==> src/rtl/rqs_pkg.sv <==
package rqs_pkg;
  localparam int REG_W    = 32;
  localparam int HALT_POS = 8;   // MSB-first position of queue 0 stop flag
  localparam int EVT_POS  = 24;  // MSB-first position of ring 0 event flag

  // convert an MSB-first bit position into an LSB-first index
  function automatic int lsb_idx(input int msb_first_pos);
    return REG_W - 1 - msb_first_pos;
  endfunction
endpackage

==> src/rtl/rqs_flag_bank.sv <==
module rqs_flag_bank #(
  parameter int W = 8
) (
  input  logic         clk,
  input  logic         rst_n,
  input  logic [W-1:0] set_i,
  input  logic [W-1:0] clr_i,
  output logic [W-1:0] flag_o
);
  // sticky flags, write-1-to-clear, hardware set has priority
  always_ff @(posedge clk) begin
    if (!rst_n) flag_o <= '0;
    else        flag_o <= (flag_o & ~clr_i) | set_i;
  end
endmodule

==> src/rtl/rqs_reg_map.sv <==
module rqs_reg_map
  import rqs_pkg::*;
#(
  parameter int NQ = 8
) (
  input  logic             wr_en,
  input  logic [REG_W-1:0] wr_data,
  input  logic [NQ-1:0]    halt_i,
  input  logic [NQ-1:0]    evt_i,
  output logic [REG_W-1:0] rd_o,
  output logic [NQ-1:0]    halt_clr_o,
  output logic [NQ-1:0]    evt_clr_o
);
  logic unused_wr;
  assign unused_wr = ^wr_data;

  always_comb begin
    rd_o = '0;
    for (int q = 0; q < NQ; q++) begin
      rd_o[lsb_idx(HALT_POS + q)] = halt_i[q];
      rd_o[lsb_idx(EVT_POS + q)]  = evt_i[q];
    end
  end

  for (genvar q = 0; q < NQ; q++) begin : g_clr
    assign halt_clr_o[q] = wr_en & wr_data[lsb_idx(HALT_POS + q)];
    assign evt_clr_o[q]  = wr_en & wr_data[lsb_idx(EVT_POS + q)];
  end
endmodule

==> src/rtl/rqs_drop_ctl.sv <==
module rqs_drop_ctl #(
  parameter int NQ = 8,
  localparam int QW = (NQ > 1) ? $clog2(NQ) : 1
) (
  input  logic          clk,
  input  logic          rst_n,
  input  logic          start_i,
  input  logic [QW-1:0] qidx_i,
  input  logic          end_i,
  input  logic [NQ-1:0] halt_i,
  output logic          drop_o
);
  logic          active_q;
  logic [QW-1:0] qidx_q;

  always_ff @(posedge clk) begin
    if (!rst_n) begin
      active_q <= 1'b0;
      qidx_q   <= '0;
      drop_o   <= 1'b0;
    end else if (start_i) begin
      // a new start wins over an end in the same cycle
      active_q <= 1'b1;
      qidx_q   <= qidx_i;
      drop_o   <= halt_i[qidx_i];
    end else if (end_i) begin
      active_q <= 1'b0;
      drop_o   <= 1'b0;
    end else if (active_q) begin
      drop_o   <= drop_o | halt_i[qidx_q];
    end
  end
endmodule

==> src/rtl/rx_queue_status.sv <==
module rx_queue_status
  import rqs_pkg::*;
#(
  parameter int NQ = 8,
  localparam int QW = (NQ > 1) ? $clog2(NQ) : 1
) (
  input  logic             clk,
  input  logic             rst_n,
  input  logic             reg_wr_en,
  input  logic [REG_W-1:0] reg_wr_data,
  output logic [REG_W-1:0] reg_rd_data,
  input  logic             frm_start,
  input  logic [QW-1:0]    frm_qidx,
  input  logic             frm_end,
  input  logic [NQ-1:0]    halt_req,
  input  logic [NQ-1:0]    rx_evt,
  input  logic             gstop,
  output logic             drop
);
  logic [NQ-1:0] halt_flags, evt_flags, halt_clr, evt_clr;
  logic          unused_gstop;

  // the global stop is deliberately kept away from every flag
  assign unused_gstop = gstop;

  rqs_reg_map #(.NQ(NQ)) u_map (
    .wr_en      (reg_wr_en),
    .wr_data    (reg_wr_data),
    .halt_i     (halt_flags),
    .evt_i      (evt_flags),
    .rd_o       (reg_rd_data),
    .halt_clr_o (halt_clr),
    .evt_clr_o  (evt_clr)
  );

  rqs_flag_bank #(.W(NQ)) u_halt (
    .clk (clk), .rst_n (rst_n),
    .set_i (halt_req), .clr_i (halt_clr), .flag_o (halt_flags)
  );

  rqs_flag_bank #(.W(NQ)) u_evt (
    .clk (clk), .rst_n (rst_n),
    .set_i (rx_evt), .clr_i (evt_clr), .flag_o (evt_flags)
  );

  rqs_drop_ctl #(.NQ(NQ)) u_drop (
    .clk     (clk),
    .rst_n   (rst_n),
    .start_i (frm_start),
    .qidx_i  (frm_qidx),
    .end_i   (frm_end),
    .halt_i  (halt_flags),
    .drop_o  (drop)
  );
endmodule

==> config.mk <==
export PLATFORM = sky130hd
export DESIGN_NAME = rx_queue_status
export DESIGN_NICKNAME = d
export VERILOG_FILES = /design/src/rtl/rqs_pkg.sv /design/src/rtl/rqs_flag_bank.sv /design/src/rtl/rqs_reg_map.sv /design/src/rtl/rqs_drop_ctl.sv /design/src/rtl/rx_queue_status.sv
export SDC_FILE = /design/constraint.sdc
export NUM_CORES = 1
export LEC_CHECK = 0
export CAP_MARGIN = 40
export CORE_ASPECT_RATIO = 0.9
export CORE_UTILIZATION = 30
export DETAILED_ROUTE_END_ITERATION = 10
export PLACE_DENSITY = 0.8
export SYNTH_ARGS = -nofsm -noshare
export SYNTH_HDL_FRONTEND = slang
export SYNTH_SLANG_ARGS = --single-unit
==> constraint.sdc <==
create_clock -name clk -period 1.8 [get_ports clk]
set_input_delay 0.36 -clock clk [delete_from_list [all_inputs] [get_ports clk]]
set_output_delay 0.36 -clock clk [all_outputs]
set_load 0.05 [all_outputs]
==> results of run 1 <==
sequential cells by signal (all words and copies together) (netlist names):
signal	flops
u_drop.active_q	1
u_drop.drop_o	1
u_drop.qidx_q	3
u_evt.flag_o	8
u_halt.flag_o	8
logic make-up after synthesis:
kind of cell	after synthesis
AO/OA/AOI/OAI	19
buffers and inverters	23
flip-flops	21
multiplexers	9
other	1
AND/OR/NAND/NOR	37
power by group:
group          internal [uW]  switching (uW)  total [uW]  leakage (uW)
Clock                   86.4             138         224     0.0000150
Sequential               497            24.3         521      0.000175
Combinational            151             228         379      0.000476
Total                    735             390        1120      0.000666
final cells by class:
class	instances	area [sq um]
clock buffer	4	26.3
sequential	21	420
tap	42	52.6
timing repair buffer	58	533
inverter	2	7.51
fill	306	1550
multi-input combinational	81	449
metrics by stage:
step	util	hold WS [ns]	TNS, ns
global route	0.489	0.539	0
floorplan	-	0.457	0
global placement	0.481	0.465	-0.166
finish	0.489	0.499	0
CTS	0.489	0.504	0
detailed placement	0.481	0.474	-0.169
synth_stat cells:
master,count
inv_1,2
nand3_1,1
clkbuf_1,5
dfxtp_1,21
nand2_1,16
a21oi_1,18
mux4_2,2
conb_1,1
mux4_1,2
nor2_1,20
buf_4,16
mux2_2,2
mux2i_1,3
o41ai_1,1
how the worst min path moves through the flow:
stage,cells past startpoint,startpoint,end
after floorplan,2,u_drop.active_q,u_drop.active_q
after global placement,2,u_evt.flag_o[7],u_evt.flag_o[7]
after detailed placement,2,u_evt.flag_o[6],u_evt.flag_o[6]
after CTS,2,u_evt.flag_o[6],u_evt.flag_o[6]
after global routing,2,u_evt.flag_o[6],u_evt.flag_o[6]
final,2,u_evt.flag_o[6],u_evt.flag_o[6]
worst reg2reg max path, cell delays in order, from the launching register on:
cell and delay (ns):
dfxtp_1 0.39, mux4_1 0.56, mux2_2 0.28, a21oi_1 0.15, o41ai_1 0.07
per-layer routing:
metal  global-route usage  up-vias  share of wire
li1                     -      449              -
met1                0.172      370           0.44
met2                0.194       46           0.45
met3               0.0558        4          0.089
met4               0.0381        0          0.012
met5                    0        -              0
==> results.json, run 1 <==
{
  "p_leak_uw": 0.000666,
  "diodes": 0,
  "cts_buffers": 3,
  "final_cell_mix": "clkdlybuf4s50_1, dfxtp_1, nor2_1, buf_4, a21oi_1",
  "skew_ns": 0.00253,
  "clock_sinks": 21,
  "regToRegStartpoint": "u_drop.qidx_q[1]",
  "rrSetupSlack_ns": 0.24,
  "cts_resized": 0,
  "grt_pass1_vias": 780,
  "slew_violations": 0,
  "postSynthAreaPerCell_sq_um": 8.72,
  "ys_types": 14,
  "synth-compound-area-share": 0.103,
  "synth.area.mux_share": 0.156,
  "first_pass_iters": 4,
  "synth.area.top_cells": "dfxtp_1, buf_4, a21oi_1",
  "crit_end": "u_drop.drop_o",
  "htree_num_levels": 1,
  "synthXorXnorAreaFrac": 0,
  "finalHoldViolations": 0,
  "worstReg2RegEnd": "u_drop.drop_o",
  "cpLargestDelayFamily": "multiplexers",
  "final_area_sq_mm": 0.00149,
  "power_uw": 1120,
  "slowest_delay_ns": 0.54,
  "grt_pass1_wl_microns": 3340,
  "synth_largest_area_cell": "dfxtp_1",
  "die_x_microns": 61.6,
  "final_cells": 208,
  "ys_ff_latch": 21,
  "outcome": "completed",
  "synthSimpleGateAreaFrac": 0.146,
  "wl_per_cell_microns": 9.89,
  "gr-total-overflow": 0,
  "crit_path_top_delay_cell": "clkdlybuf4s50_1",
  "worstPathMaxFanout": 3,
  "die_y_microns": 55.7,
  "drtIter0Drc": 24,
  "min-delay-path-class": "flip-flop to flip-flop",
  "yosys_warnings": 0,
  "gp_congestion": 0.745,
  "core.rowCount": 19,
  "core_sq_mm": 0.00304,
  "crit_path_start_kind": "input pin",
  "rsz0062_at_grt": "no",
  "io_buffers": 56,
  "worstPathRequired_ns": 1.99,
  "post_cts_buffers": 0,
  "power.density_mw_per_mm2": 755,
  "area_delta_synth_final_pct": 55.2,
  "placed_cells": 204,
  "synth_top_family_by_area": "multiplexers",
  "fmax_ghz": 0.612,
  "crit_arrival_ns": 1.83,
  "syn_area_sq_um": 960,
  "grt_max_degree": 21,
  "drv_cap": 0,
  "path_cells": "clkdlybuf4s50_1 > mux4_2 > mux2_2 > nand3_1 > o41ai_1",
  "worstSetupPathType": "input pin to flip-flop",
  "layout-drive-gt1-share": 0.157,
  "placed_area_sq_mm": 0.00146,
  "drc": 0,
  "die_area_sq_mm": 0.00343,
  "nets": 224,
  "dp.final_hpwl_microns": 1600,
  "synth-seq-area-share": 0.438,
  "synth_fa_ha_area_frac": 0,
  "peakVddDrop_uv": 424,
  "initial_core_util": 0.315,
  "viasPerCell": 4.18,
  "path_depth": 5,
  "ctsLongestPathBuffers": 2,
  "cts_root_buf": "clkbuf_4",
  "pre_cts_ws_ns": -0.169,
  "setup_viol": 0,
  "cp_num_buf_inv": 1,
  "totalWireLength_microns": 2060,
  "cts_tree": "yes",
  "final.setup.worst_slack_ns": 0.166,
  "ant_nets": 0,
  "io_pins": 90,
  "postCtsHoldBufs": 0,
  "postSynthCellCount": 110,
  "clock_latency_ns": 0.30,
  "layout_commonest_cell": "clkdlybuf4s50_1",
  "reg2regPathDepth": 4,
  "period_minus_slack_ns": 1.63,
  "grt_usage": 0.131,
  "critPathLaunch": "frm_qidx[1]",
  "synth_top_area_frac": 0.438,
  "period_share": 0.908,
  "antenna_found_initial": 0,
  "clkTransAtPathRegs_ns": 0.11,
  "cp-end-kind": "flip-flop",
  "vias": 869
}
(Power assumes the default switching activity.)
==> run 2: changes to the inputs <==
- CTS_CLUSTER_DIAMETER: default -> 80
==> results of run 2 <==
The final DEF is identical to that of run 1; final timing and power are the same.
==> run 3: changes to the inputs <==
- CAP_MARGIN: 40 -> 20
- SLEW_MARGIN: default -> 10
==> results of run 3 <==
The final DEF is identical to that of run 1; final timing and power are the same.
